**src/rtl/pba_pkg.sv**
```systemverilog
package pba_pkg;

    typedef enum logic [2:0] {
        OP_NONE    = 3'd0,
        OP_ALLOC   = 3'd1,
        OP_WIPE    = 3'd2,
        OP_RELEASE = 3'd3,
        OP_FREE    = 3'd4,
        OP_QUEUE   = 3'd5
    } pba_op_e;

    typedef struct packed {
        logic alloc;
        logic wipe;
        logic release_rx;
        logic free_named;
        logic enq;
    } pba_cmd_t;

    function automatic pba_cmd_t pba_decode(input logic [2:0] op);
        pba_cmd_t c;
        c = '0;
        case (op)
            OP_ALLOC:   c.alloc      = 1'b1;
            OP_WIPE:    c.wipe       = 1'b1;
            OP_RELEASE: c.release_rx = 1'b1;
            OP_FREE:    c.free_named = 1'b1;
            OP_QUEUE:   c.enq        = 1'b1;
            default:    c = '0;
        endcase
        return c;
    endfunction

    function automatic logic pba_known(input logic [2:0] op);
        return (op >= OP_ALLOC) && (op <= OP_QUEUE);
    endfunction

endpackage

```
**src/rtl/pba_cmd_seq.sv**
```systemverilog
module pba_cmd_seq
    import pba_pkg::*;
#(
    parameter int BUSY_CYCLES = 3,
    localparam int BW = $clog2(BUSY_CYCLES + 1)
) (
    input  logic       clk,
    input  logic       rst,
    input  logic       cmd_valid,
    input  logic [2:0] cmd_op,
    output pba_cmd_t   cmd,
    output logic       fire,
    output logic       busy
);

    logic [BW-1:0] left_q;

    assign busy = (left_q != '0);
    assign fire = cmd_valid && !busy && pba_known(cmd_op);
    assign cmd  = fire ? pba_decode(cmd_op) : '0;

    always_ff @(posedge clk) begin
        if (rst) begin
            left_q <= '0;
        end else if (fire) begin
            left_q <= BW'(BUSY_CYCLES);
        end else if (left_q != '0) begin
            left_q <= left_q - BW'(1);
        end
    end

    // an accepted command holds busy in the following cycle
    p_busy_after_cmd_r3: assert property (@(posedge clk) disable iff (rst)
        fire |=> busy);

    // a held command is never taken while busy
    p_no_accept_busy_r2: assert property (@(posedge clk) disable iff (rst)
        (busy && cmd_valid) |=> $stable(left_q) || (left_q == $past(left_q) - BW'(1)));

endmodule

```
**src/rtl/pba_slot_pool.sv**
```systemverilog
module pba_slot_pool #(
    parameter int NUM_SLOTS      = 4,
    parameter int PAGES_PER_SLOT = 8,
    parameter int REQ_W          = 4,
    localparam int PKT_W = (NUM_SLOTS > 1) ? $clog2(NUM_SLOTS) : 1,
    localparam int CNT_W = $clog2(NUM_SLOTS + 1)
) (
    input  logic             clk,
    input  logic             rst,
    input  logic             wipe,
    input  logic             alloc,
    input  logic [REQ_W-1:0] req_pages,
    input  logic             free_en,
    input  logic [PKT_W-1:0] free_idx,
    output logic             grant_ok,
    output logic [PKT_W-1:0] grant_idx,
    output logic [CNT_W-1:0] free_count
);

    logic [NUM_SLOTS-1:0] used_q;
    logic                 any_free;
    logic                 size_ok;

    always_comb begin
        grant_idx = '0;
        any_free  = 1'b0;
        for (int i = NUM_SLOTS - 1; i >= 0; i--) begin
            if (!used_q[i]) begin
                grant_idx = PKT_W'(i);
                any_free  = 1'b1;
            end
        end
    end

    always_comb begin
        free_count = '0;
        for (int i = 0; i < NUM_SLOTS; i++) begin
            if (!used_q[i]) free_count = free_count + CNT_W'(1);
        end
    end

    assign size_ok  = ({1'b0, req_pages} < (REQ_W+1)'(PAGES_PER_SLOT));
    assign grant_ok = alloc && any_free && size_ok;

    always_ff @(posedge clk) begin
        if (rst || wipe) begin
            used_q <= '0;
        end else begin
            for (int i = 0; i < NUM_SLOTS; i++) begin
                if (free_en && (free_idx == PKT_W'(i))) used_q[i] <= 1'b0;
                else if (grant_ok && (grant_idx == PKT_W'(i))) used_q[i] <= 1'b1;
            end
        end
    end

    // free count never exceeds the number of slots
    p_count_bound_r7: assert property (@(posedge clk) disable iff (rst)
        free_count <= CNT_W'(NUM_SLOTS));

    // a grant consumes exactly one slot
    p_grant_takes_r4: assert property (@(posedge clk) disable iff (rst)
        (grant_ok && !wipe && !free_en) |=> free_count == $past(free_count) - CNT_W'(1));

endmodule

```
**src/rtl/pba_pkt_fifo.sv**
```systemverilog
module pba_pkt_fifo #(
    parameter int DEPTH = 4,
    parameter int W     = 2,
    localparam int IW = (DEPTH > 1) ? $clog2(DEPTH) : 1,
    localparam int CW = $clog2(DEPTH + 1)
) (
    input  logic         clk,
    input  logic         rst,
    input  logic         clear,
    input  logic         push,
    input  logic [W-1:0] push_data,
    input  logic         pop,
    output logic         empty,
    output logic [W-1:0] head
);

    logic [W-1:0]  mem_q [DEPTH];
    logic [IW-1:0] rd_q, wr_q;
    logic [CW-1:0] cnt_q;
    logic          push_ok, pop_ok;

    function automatic logic [IW-1:0] step(input logic [IW-1:0] p);
        return (p == IW'(DEPTH - 1)) ? '0 : p + IW'(1);
    endfunction

    assign empty   = (cnt_q == '0);
    assign head    = mem_q[rd_q];
    assign push_ok = push && (cnt_q < CW'(DEPTH));
    assign pop_ok  = pop && !empty;

    always_ff @(posedge clk) begin
        if (rst || clear) begin
            rd_q  <= '0;
            wr_q  <= '0;
            cnt_q <= '0;
        end else begin
            if (push_ok) begin
                mem_q[wr_q] <= push_data;
                wr_q        <= step(wr_q);
            end
            if (pop_ok) rd_q <= step(rd_q);
            case ({push_ok, pop_ok})
                2'b10:   cnt_q <= cnt_q + CW'(1);
                2'b01:   cnt_q <= cnt_q - CW'(1);
                default: cnt_q <= cnt_q;
            endcase
        end
    end

    // occupancy stays within depth
    p_fifo_bound_r8: assert property (@(posedge clk) disable iff (rst)
        cnt_q <= CW'(DEPTH));

    // popping an empty queue without a push leaves it empty
    p_pop_empty_r9: assert property (@(posedge clk) disable iff (rst)
        (pop && empty && !push) |=> empty);

endmodule

```
**src/rtl/pba_top.sv**
```systemverilog
module pba_top
    import pba_pkg::*;
#(
    parameter int NUM_SLOTS      = 4,
    parameter int PAGES_PER_SLOT = 8,
    parameter int REQ_W          = 4,
    parameter int BUSY_CYCLES    = 3,
    localparam int PKT_W = (NUM_SLOTS > 1) ? $clog2(NUM_SLOTS) : 1,
    localparam int CNT_W = $clog2(NUM_SLOTS + 1)
) (
    input  logic             clk,
    input  logic             rst,
    input  logic             cmd_valid,
    input  logic [2:0]       cmd_op,
    input  logic [REQ_W-1:0] cmd_pages,
    input  logic [PKT_W-1:0] cmd_pkt,
    input  logic [1:0]       int_ack,
    input  logic             rx_done,
    input  logic [PKT_W-1:0] rx_pkt,
    input  logic             tx_done,
    output logic             busy,
    output logic [PKT_W-1:0] alloc_pkt,
    output logic             alloc_fail,
    output logic             alloc_int,
    output logic             tx_int,
    output logic [CNT_W-1:0] free_units,
    output logic             rx_empty,
    output logic [PKT_W-1:0] rx_head,
    output logic             tx_empty,
    output logic [PKT_W-1:0] tx_head
);

    pba_cmd_t         cmd;
    logic             fire;
    logic             grant_ok;
    logic [PKT_W-1:0] grant_idx;
    logic             free_en;
    logic [PKT_W-1:0] free_idx;
    logic             tx_pop;

    pba_cmd_seq #(.BUSY_CYCLES(BUSY_CYCLES)) u_seq (
        .clk(clk), .rst(rst), .cmd_valid(cmd_valid), .cmd_op(cmd_op),
        .cmd(cmd), .fire(fire), .busy(busy)
    );

    // release frees the receive head, free-named frees the given slot
    assign free_en  = (cmd.release_rx && !rx_empty) || cmd.free_named;
    assign free_idx = cmd.release_rx ? rx_head : cmd_pkt;

    pba_slot_pool #(
        .NUM_SLOTS(NUM_SLOTS), .PAGES_PER_SLOT(PAGES_PER_SLOT), .REQ_W(REQ_W)
    ) u_pool (
        .clk(clk), .rst(rst), .wipe(cmd.wipe), .alloc(cmd.alloc),
        .req_pages(cmd_pages), .free_en(free_en), .free_idx(free_idx),
        .grant_ok(grant_ok), .grant_idx(grant_idx), .free_count(free_units)
    );

    pba_pkt_fifo #(.DEPTH(NUM_SLOTS), .W(PKT_W)) u_rxq (
        .clk(clk), .rst(rst), .clear(cmd.wipe),
        .push(rx_done && !cmd.wipe), .push_data(rx_pkt),
        .pop(cmd.release_rx), .empty(rx_empty), .head(rx_head)
    );

    assign tx_pop = tx_done && !cmd.wipe;

    pba_pkt_fifo #(.DEPTH(NUM_SLOTS), .W(PKT_W)) u_txq (
        .clk(clk), .rst(rst), .clear(cmd.wipe),
        .push(cmd.enq), .push_data(cmd_pkt),
        .pop(tx_pop), .empty(tx_empty), .head(tx_head)
    );

    always_ff @(posedge clk) begin
        if (rst) begin
            alloc_pkt  <= '0;
            alloc_fail <= 1'b0;
            alloc_int  <= 1'b0;
            tx_int     <= 1'b0;
        end else begin
            if (cmd.alloc) begin
                if (grant_ok) begin
                    alloc_pkt  <= grant_idx;
                    alloc_fail <= 1'b0;
                end else begin
                    alloc_fail <= 1'b1;
                end
            end
            alloc_int <= (alloc_int && !int_ack[0]) || grant_ok;
            tx_int    <= (tx_int && !int_ack[1]) || (tx_pop && !tx_empty);
        end
    end

    // a granted allocation raises the interrupt flag and clears failure
    p_alloc_int_r4: assert property (@(posedge clk) disable iff (rst)
        grant_ok |=> (alloc_int && !alloc_fail));

    // a refused allocation keeps the slot count and the interrupt untouched
    p_fail_keeps_r5: assert property (@(posedge clk) disable iff (rst)
        (cmd.alloc && !grant_ok && !int_ack[0]) |=>
            (alloc_fail && $stable(free_units) && $stable(alloc_int)));

    // reset-all leaves every slot free and both queues empty
    p_wipe_clears_r12: assert property (@(posedge clk) disable iff (rst)
        cmd.wipe |=> (free_units == CNT_W'(NUM_SLOTS) && rx_empty && tx_empty));

    // transmit completion on a filled queue sets the flag
    p_tx_int_r11: assert property (@(posedge clk) disable iff (rst)
        (tx_pop && !tx_empty) |=> tx_int);

    // only one command kind is decoded at a time
    p_one_cmd_r2: assert property (@(posedge clk) disable iff (rst)
        $onehot0(cmd) && (fire == (cmd != '0)));

endmodule

```
**config.mk**
```make
export PLATFORM = sky130hd
export DESIGN_NAME = pba_top
export DESIGN_NICKNAME = d
export VERILOG_FILES = /design/src/rtl/pba_pkg.sv /design/src/rtl/pba_cmd_seq.sv /design/src/rtl/pba_slot_pool.sv /design/src/rtl/pba_pkt_fifo.sv /design/src/rtl/pba_top.sv
export SDC_FILE = /design/constraint.sdc
export NUM_CORES = 1
export LEC_CHECK = 0
export BUFFER_PORTS_ARGS = -buffer_cell sky130_fd_sc_hd__buf_2
export CORE_ASPECT_RATIO = 1.75
export CORE_MARGIN = 8
export CORE_UTILIZATION = 50
export CTS_CLUSTER_SIZE = 14
export DETAILED_ROUTE_END_ITERATION = 8
export HOLD_SLACK_MARGIN = 0.03
export PLACE_DENSITY = 0.71
export REMOVE_ABC_BUFFERS = 1
export SYNTH_ARGS = -nofsm -noshare
export SYNTH_HDL_FRONTEND = slang
export SYNTH_HIERARCHICAL = 1
export SYNTH_SLANG_ARGS = --single-unit
```
**constraint.sdc**
```tcl
create_clock -name clk -period 5.75 [get_ports clk]
set_input_delay 0.2875 -clock clk [delete_from_list [all_inputs] [get_ports clk]]
set_output_delay 0.2875 -clock clk [all_outputs]
set_load 0.02 [all_outputs]
```
[Yosys cells after proc, flatten, opt, wreduce, memory -nomap -nowiden]
Memories as Yosys holds them, arrays and structs flattened. A register that Yosys moved wholly into a read port is not among the register bits.
Index checks and enable logic that the tools add are counted.
Word-level totals
  register bits: 25
  memories: 2
  logic and storage cells: 135
  bits in writable memories: 16
  output and inout bits: 15
  bits of input ports: 18
Cells by class
  eq/ne operators: 19
  mux-type cells: 38
  $lt $le $gt $ge: 5
  add/subtract/negate cells: 12
  reduce and logical (&&, ||, !) cells: 44
Memory list
  u_rxq.mem_q: words 4, bits a word 2, read ports 1, clocked after memory_dff 1, wr ports 1, line pba_pkt_fifo.sv:17  | logic [W-1:0] mem_q [DEPTH];
  u_txq.mem_q: words 4, bits a word 2, read ports 1, clocked after memory_dff 1, wr ports 1, line pba_pkt_fifo.sv:17
Operator list (number)
  2-to-1 mux 2 bit: 15
  logical AND 1 bit: 21
  == test 2 bit (second input constant): 10
  2-to-1 mux 1 bit: 17
  adder 3 x 1 -> 3 bit (second input constant): 4
  one-hot mux 3 bit (2 select lines): 2
  2-to-1 mux 3 bit: 3
  adder 2 x 1 -> 2 bit (second input constant): 4
  == test 2 x 1 -> 1 bit (second input constant): 4
  nonzero test 2 bit: 4
  OR reduction 2 bit: 4
  == test 3 x 2 -> 1 bit (second input constant): 2
  == test 3 bit (second input constant): 2
  zero test 1 bit: 6
  zero test 3 bit: 2
  < comparator 3 bit (second input constant): 2
  subtractor 3 x 1 -> 3 bit (second input constant): 2
  2-to-1 mux 5 bit: 1
  zero test 2 bit: 2
  logical OR 1 bit: 4
  < comparator 4 bit (second input constant): 1
  == test 3 x 1 -> 1 bit (second input constant): 1
  greater-or-equal comparator 3 x 1 -> 1 bit (second input constant): 1
  <= comparator 3 bit (second input constant): 1
  other kinds (3): 3

[Longest topological paths before layout]
Gate-level depths: netlist of run 1.
  depth in word-level cells: 11
  gate-level depth with buffers: 14
  gate-level depth less buffers: 13

[Modules after synthesis]
Netlist of run 1, hierarchy kept.
Modules (own cells, without submodules)
  pba_pkt_fifo: times used 2, area each 768.2 um^2, cells an instance 64
  pba_slot_pool: times used 1, area each 331.6 um^2, cells an instance 39
  pba_top: times used 1, area each 231.5 um^2, cells an instance 25
  pba_cmd_seq: times used 1, area each 178.9 um^2, cells an instance 22

[Worst setup path after synthesis of run 1]
No wires, ideal clock.
  path type: register to register
  from: reg u_seq.left_q[0]
  to: reg u_rxq.cnt_q[2]
  period minus slack after synthesis: 3.213 ns
  cell stages (with the launch flop): 15
  arrival: 3.144 ns
  setup slack: 2.537 ns
  library setup time: 0.070 ns
  required time: 5.680 ns
  cell sequence: dfxtp_1 inv_1 ha_1 nand2_2 nor4b_1 nor2b_1 nor2b_1 buf_2 inv_1 ha_1 inv_1 fa_1 xor2_1 or3_1 a21oi_1
RTL lines
  start, declared: line pba_cmd_seq.sv:16  | logic [BW-1:0] left_q;
  start signal, assigned: line pba_cmd_seq.sv:26  | left_q <= BW'(BUSY_CYCLES);
  start signal, assigned: line pba_cmd_seq.sv:28  | left_q <= left_q - BW'(1);
  end signal, assigned: line pba_pkt_fifo.sv:43  | 2'b10: cnt_q <= cnt_q + CW'(1);
  end signal, assigned: line pba_pkt_fifo.sv:44  | 2'b01: cnt_q <= cnt_q - CW'(1);
  end signal, assigned: line pba_pkt_fifo.sv:45  | default: cnt_q <= cnt_q;
  end, declared: line pba_pkt_fifo.sv:19  | logic [CW-1:0] cnt_q;

==> qor.csv, run 1 <==
stage,metric,value,unit
setup_path,r2r-start,u_seq/left_q[0]$_SDFFE_PP0P_,
pwr,switching_share,26.8,%
synthesis,yosysWarnings,6,
cts,cts_root_buf,clkbuf_8,
drt,firstDrtPassIters,4,
setup_path,worstSetupEndpointType,register,
setup_path,crit_cells,14,
timing,rsz0062_at_grt,no,
synthesis,ys_seq_area_share,46.6,%
floorplan,die_area,0.00706,mm²
setup_path,start_kind,register,
cells_and_area,fill_cells,400,
setup_path,worstRegToRegCells,14,
cts,numCtsBuffers,5,
drt,wl_per_cell,13.7,µm
timing,tightest_slew,0.575,ns
timing,setup_viol,0,
setup_path,path_class,reg -> reg,
setup_path,slowest_delay,0.38,ns
floorplan,rows,32,
global_routing,grt_max_degree,18,
cells_and_area,ff_latch_area,0.00106,mm²
floorplan,initial_core_util,51.7,%
drt,wirelength,4.08,mm
global_routing,grt.total_usage,12.6,%
timing,period_share,48.1,%
cts,insertion_delay,0.29,ns
floorplan,dieWidth,67.0,µm
global_routing,antenna_found_initial,0,
cells_and_area,fin_nets,282,
timing,slew_headroom,61.1,%
floorplan,fp.coreArea,0.00440,mm²
setup_path,path_cells,inv_1 > ha_1 > nand2_2 > nor4b_2 > buf_4 > nor2b_1 > o31ai_2 > inv_1 > ha_1 > inv_1 > fa_1 > xor2_1 > or3_1 > a21oi_1,
setup_path,path_delay_family,adder cells,
min_path,min_path_cells,1,
floorplan,io_pins,33,
timing,clock.fmax,362,MHz
pwr,leakagePower,1.06,nW
placement,hpwl,3.17,mm
timing,clock_skew,0.00956,ns
setup_path,crit_buf_inv,4,
min_path,hp-start,rx_pkt[1],
min_path,hold_path_class,in -> reg,
cts,clk_pin_slew_worst_paths,0.08,ns
setup_path,reg2reg_to,u_txq/cnt_q[2]$_SDFFE_PP0P_,
synthesis,ys.flop_type,dfxtp_1,
synthesis,avgSynthCellArea,10.6,µm²
pwr,p_per_area,281,mW/mm²
setup_path,cpMostUsedCell,inv_1,
cells_and_area,area_delta_synth_final,13.8,%
placement,io_buffers,29,
synthesis,synthCells,214,
cts,cts.sinks,45,
global_routing,grt_pass1_vias,1653,
pwr,peakVddDrop,260,µV
drt,ant_nets,0,
timing,hold_viol,0,
min_path,min_to,u_rxq/mem_q[1][1]$_DFFE_PP_,
cts,tritoncts,yes,
cells_and_area,fin_util,58.9,%
cts,htree_levels,2,
synthesis,yosysUniqueCellTypes,44,
outcome,status,"complete, no violations",
global_routing,grt_pass1_wl,7.15,mm
pwr,power.switching,0.195,mW
run,drv_cap,0,
setup_path,crit_arrival,2.99,ns
setup_path,crit_slowest_cell,fa_1,
pwr,pwr-share-comb,19.3,%
pwr,pwr-share-clk,31.5,%
cells_and_area,n_antenna_cell,0,
cells_and_area,multi_input_area,0.00111,mm²
pwr,p_int,0.534,mW
synthesis,syn_area,0.00228,mm²
global_routing,grt_overflow,0,
synthesis,ys_seq_elements,45,
placement,place_congestion,0.763,
drt,dr_total_vias,1601,
drt,drt_iter0_drc,32,
pwr,finalPower,0.729,mW
pwr,pwr-share-seq,49.2,%
cts,cts_resized,0,
timing,setup_tns,0,ns
synthesis,synth_edf_count,16,
setup_path,ff2ff_setup_slack,2.99,ns
floorplan,die_h,105,µm
drt,avgViaCountPerCell,5.37,
timing,drv_slew,0,
cts,cts_hold_buf,0,
timing,fin_crit,2.76,ns
cells_and_area,drive_above_1_share,23.9,%
cts,post-cts-setup-buffers,0,
synthesis,async_flop_share,0,%
setup_path,crit_required,5.97,ns
setup_path,path_max_fanout,9,
drt,drc,0,
cts,clockBufferDepth,2,
-- registers in the layout (all words and copies together) (netlist names), named ones only --
register       flops
u_rxq/mem_q        8
u_txq/mem_q        8
u_pool/used_q      4
u_rxq/cnt_q        3
u_txq/cnt_q        3
alloc_pkt          2
u_rxq/rd_q         2
u_rxq/wr_q         2
u_seq/left_q       2
u_txq/rd_q         2
u_txq/wr_q         2
alloc_fail         1
alloc_int          1
tx_int             1
-- placed cells by master (no fill, tap or decap), drive strengths merged, types with 2 or more instances in the layout --
master	netlist	layout
dfxtp	29	29
mux4	4	4
or3	4	4
a21o	2	2
xnor2	4	4
ha	16	16
nor4	2	2
a21oi	11	11
o31ai	3	3
nor2	22	22
or2	3	3
nand2b	4	4
mux2	4	4
o21ai	4	4
xor2	4	4
nor2b	4	4
fa	2	2
nand3	5	5
mux2i	5	5
inv	22	22
nor3b	3	3
buf	3	31
a2111oi	2	2
nor4b	2	2
nand2	8	8
clkbuf	3	5
a211oi	2	2
and3	9	9
nor3	5	5
edfxtp	16	16
a21bo	2	2
-- per-stage QoR --
step / cells / worst slack, ns / cell area, µm² / hold WS, ns
2_1_floorplan: 208 / 2.60 / 2250 / 0.356
3_3_place_gp: 290 / 3.08 / 2480 / 0.460
3_5_place_dp: 290 / 3.02 / 2480 / 0.475
4_1_cts: 298 / 2.97 / 2590 / 0.206
5_1_grt: 298 / 2.74 / 2590 / 0.211
6_report: 298 / 2.99 / 2590 / 0.216
-- synth_stat cells (3+ instances only) --
library cell,instances,area share (%)
inv_1,21,3.5
nor2b_1,4,1.1
and3_1,9,2.5
xor2_1,4,1.5
nor2_1,22,3.6
nor3_1,5,1.1
dfxtp_1,29,25
nand2b_1,3,0.82
edfxtp_1,16,21
a21oi_1,9,2.0
mux2i_1,5,2.2
nand3_1,5,1.1
ha_1,16,8.8
nor3b_1,3,0.99
mux4_2,4,4.0
or3_1,4,1.1
buf_2,3,0.66
nand2_1,7,1.2
mux2_2,3,1.5
xnor2_1,4,1.5
clkbuf_1,3,0.49
o21ai_0,4,0.88
-- per-layer routing --
| layer | GRT usage [%] | wire (µm) | vias up | part of all wire (%) |
|---|---|---|---|---|
| met5 | 0 | 0 | - | 0 |
| met4 | 4.21 | 28 | 0 | 0.69 |
| met3 | 3.61 | 221 | 2 | 5.4 |
| met2 | 22.8 | 2260 | 28 | 55 |
| met1 | 13.0 | 1570 | 761 | 38 |
| li1 | - | - | 810 | - |
-- power groups by stage --
| stage | sequential, mW | clock (mW) | combinational (mW) |
|---|---|---|---|
| after floorplan | 0.365 | 0 | 0.101 |
| after global placement | 0.366 | 0 | 0.138 |
| after detailed placement | 0.366 | 0 | 0.142 |
| after CTS | 0.359 | 0.237 | 0.143 |
| after global routing | 0.361 | 0.247 | 0.161 |
| final | 0.359 | 0.230 | 0.140 |
-- cells by family after synthesis --
kind of cell	synth area share, %
compound gates	9.12
xor+xnor	3.07
fa+ha+maj	10.5
buf+inv	4.78
flops	46.6
mux	8.13
simple gates	17.8
-- worst max path at each step --
stage	start	endpoint	slack, ns
2_1_floorplan	u_seq/left_q[0]$_SDFFE_PP0P_	u_rxq/cnt_q[2]$_SDFFE_PP0P_	2.60
3_3_place_gp	u_seq/left_q[0]$_SDFFE_PP0P_	u_txq/cnt_q[2]$_SDFFE_PP0P_	3.08
3_5_place_dp	u_seq/left_q[0]$_SDFFE_PP0P_	u_txq/cnt_q[2]$_SDFFE_PP0P_	3.02
4_1_cts	u_seq/left_q[0]$_SDFFE_PP0P_	u_txq/cnt_q[2]$_SDFFE_PP0P_	2.97
5_1_grt	u_seq/left_q[0]$_SDFFE_PP0P_	u_txq/cnt_q[2]$_SDFFE_PP0P_	2.74
6_report	u_seq/left_q[0]$_SDFFE_PP0P_	u_txq/cnt_q[2]$_SDFFE_PP0P_	2.99
-- area by class of cell --
type,instances,share of cell area [%]
repair buffers,31,6.18
clock inverters,3,1.59
clock buffers,5,2.65
well taps,51,2.46
multi-input cells,141,43.0
flip-flops and latches,45,40.9
inverters,22,3.19
Note: power is estimated with default switching activity, not from simulation.
==> run 2, diff against run 1 <==
Settings changed: PLACE_DENSITY 0.71 to 0.74.
Clock period 5.75 ns to 2.4 ns, I/O delays scaled along.
==> run 2 against run 1 <==
Non-clock buffer count up 15. Final area grew 7.4%. Largest power group unchanged. Critical path depth shrank 1. Die area did not move.
==> qor.csv, run 2 (synthesis gave the netlist of run 1 again) <==
stage,metric,value,unit
outcome,status,"complete, no violations",
drt,wl_per_cell,13.3,µm
floorplan,die_area,0.00706,mm²
drt,wirelength,4.16,mm
cells_and_area,drive_above_1_share,34.4,%
setup_path,cp-startpoint,u_seq/left_q[1]$_SDFFE_PP0P_,
cells_and_area,area_delta_synth_final,22.2,%
placement,hpwl,3.26,mm
cts,numCtsBuffers,5,
setup_path,r2r-start,u_seq/left_q[1]$_SDFFE_PP0P_,
timing,slew_headroom,60.0,%
setup_path,reg2reg_to,u_rxq/cnt_q[2]$_SDFFE_PP0P_,
placement,io_buffers,29,
floorplan,fp.coreArea,0.00440,mm²
timing,fin_crit,2.36,ns
floorplan,die_h,105,µm
setup_path,worstRegToRegCells,13,
timing,whs,0.0451,ns
setup_path,path_max_fanout,3,
cells_and_area,final_common_cell,buf_2,
cts,clockBufferDepth,2,
global_routing,antenna_found_initial,0,
placement,place_ws,-0.0843,ns
floorplan,rows,32,
timing,period_share,98.2,%
setup_path,ff2ff_setup_slack,0.04,ns
run,drv_cap,0,
global_routing,grt_pass1_wl,7.11,mm
cells_and_area,fin_nets,297,
timing,clock.fmax,424,MHz
setup_path,crit_required,2.63,ns
cts,tritoncts,yes,
timing,clock_skew,0.00677,ns
pwr,peakVddDrop,483,µV
cts,cts_root_buf,clkbuf_8,
timing,tightest_slew,0.592,ns
cts,cts.sinks,45,
global_routing,grt_pass1_vias,1637,
cells_and_area,n_antenna_cell,0,
drt,ant_nets,0,
min_path,hold_path_class,in -> reg,
cells_and_area,final_cell_mix,"buf_2, dfxtp_1, nor2_1",
timing,drv_slew,0,
floorplan,dieWidth,67.0,µm
global_routing,grt_overflow,0,
global_routing,grt_max_degree,18,
cells_and_area,reg_top3,"u_rxq/mem_q (8), u_txq/mem_q (8), u_pool/used_q (4)",
cts,htree_levels,2,
timing,setup_viol,0,
drt,drc,0,
drt,firstDrtPassIters,4,
cts,cts_hold_buf,0,
pwr,leakagePower,1.16,nW
floorplan,initial_core_util,51.7,%
drt,avgViaCountPerCell,5.18,
drt,drt_iter0_drc,39,
timing,layout_setup_ws,0.0438,ns
min_path,hp-start,rx_pkt[1],
floorplan,io_pins,33,
setup_path,start_kind,register,
setup_path,path_class,reg -> reg,
pwr,p_per_area,668,mW/mm²
cells_and_area,final_cell_area,0.00279,mm²
cts,clk_pin_slew_worst_paths,0.08,ns
cts,insertion_delay,0.29,ns
placement,place_congestion,0.743,
drt,dr_total_vias,1620,
timing,hold_viol,0,
placement,placed_cell_area,0.00258,mm²
setup_path,cp-endpoint,u_rxq/cnt_q[2]$_SDFFE_PP0P_,
setup_path,crit_arrival,2.58,ns
global_routing,grt.total_usage,12.6,%
timing,rsz0062_at_grt,yes,
setup_path,worstSetupEndpointType,register,
==> run 2: timing repair <==
| action | in CTS | in global routing |
|---|---|---|
| setup buffers | 1 | 1 |
| pin swaps | 5 | 6 |
| gates resized for setup | 11 | 10 |
| setup endpoints to repair | 2 | 2 |
==> run 2: power by group <==
| part | internal [mW] | switching (mW) | leakage [nW] |
|---|---|---|---|
| Clock | 0.311 | 0.250 | 0.0543 |
| Combinational | 0.211 | 0.224 | 0.730 |
| Sequential | 0.832 | 0.0322 | 0.380 |
| Total | 1.36 | 0.506 | 1.16 |
==> run 2: worst min-delay path by stage <==
stage	end	slack, ns	cells after the start
after floorplan	u_pool/used_q[1]$_SDFFE_PP0P_	0.19	1
after global placement	u_rxq/mem_q[2][0]$_DFFE_PP_	0.33	1
after detailed placement	u_rxq/mem_q[3][1]$_DFFE_PP_	0.34	1
after CTS	u_rxq/mem_q[3][1]$_DFFE_PP_	0.03	1
after global routing	u_rxq/mem_q[3][1]$_DFFE_PP_	0.04	1
final	u_rxq/mem_q[3][1]$_DFFE_PP_	0.05	1
==> run 2: layout make-up <==
type,count,area [µm²]
fill,365,1620
multi-input combinational,141,1190
sequential,45,1060
timing repair buffer,46,273
inverter,22,82.6
clock buffer,5,68.8
tap,51,63.8
clock inverter,3,46.3
==> run 2: layer usage <==
metal  track usage, %  routed length (µm)  vias to the layer above
met5                0                   0                        -
met4             5.86                  65                        0
met3             3.39                 200                        4
met2             22.4                2280                       27
met1             13.1                1610                      749
li1                 -                   -                      840
==> run 2: worst max-delay path, stage by stage, from the launching register on <==
cell and delay (ns):
dfxtp_2 0.32, inv_2 0.07, ha_4 0.14, nand2_4 0.06, nor4b_4 0.24, nor2b_1 0.08, nor2b_4 0.14, inv_2 0.07
ha_4 0.13, inv_2 0.04, fa_2 0.34, xor2_1 0.15, or3_1 0.37, a21oi_1 0.13
==> run 2: stage by stage <==
step	power (mW)	cells	util (%)	TNS, ns
3_3_place_gp	1.25	303	58.6	0
4_1_cts	1.86	312	62.4	0
5_1_grt	1.96	313	63.2	-0.0987
3_5_place_dp	1.26	303	58.6	-0.123
2_1_floorplan	1.12	208	-	-2.51
6_report	1.86	313	63.2	0
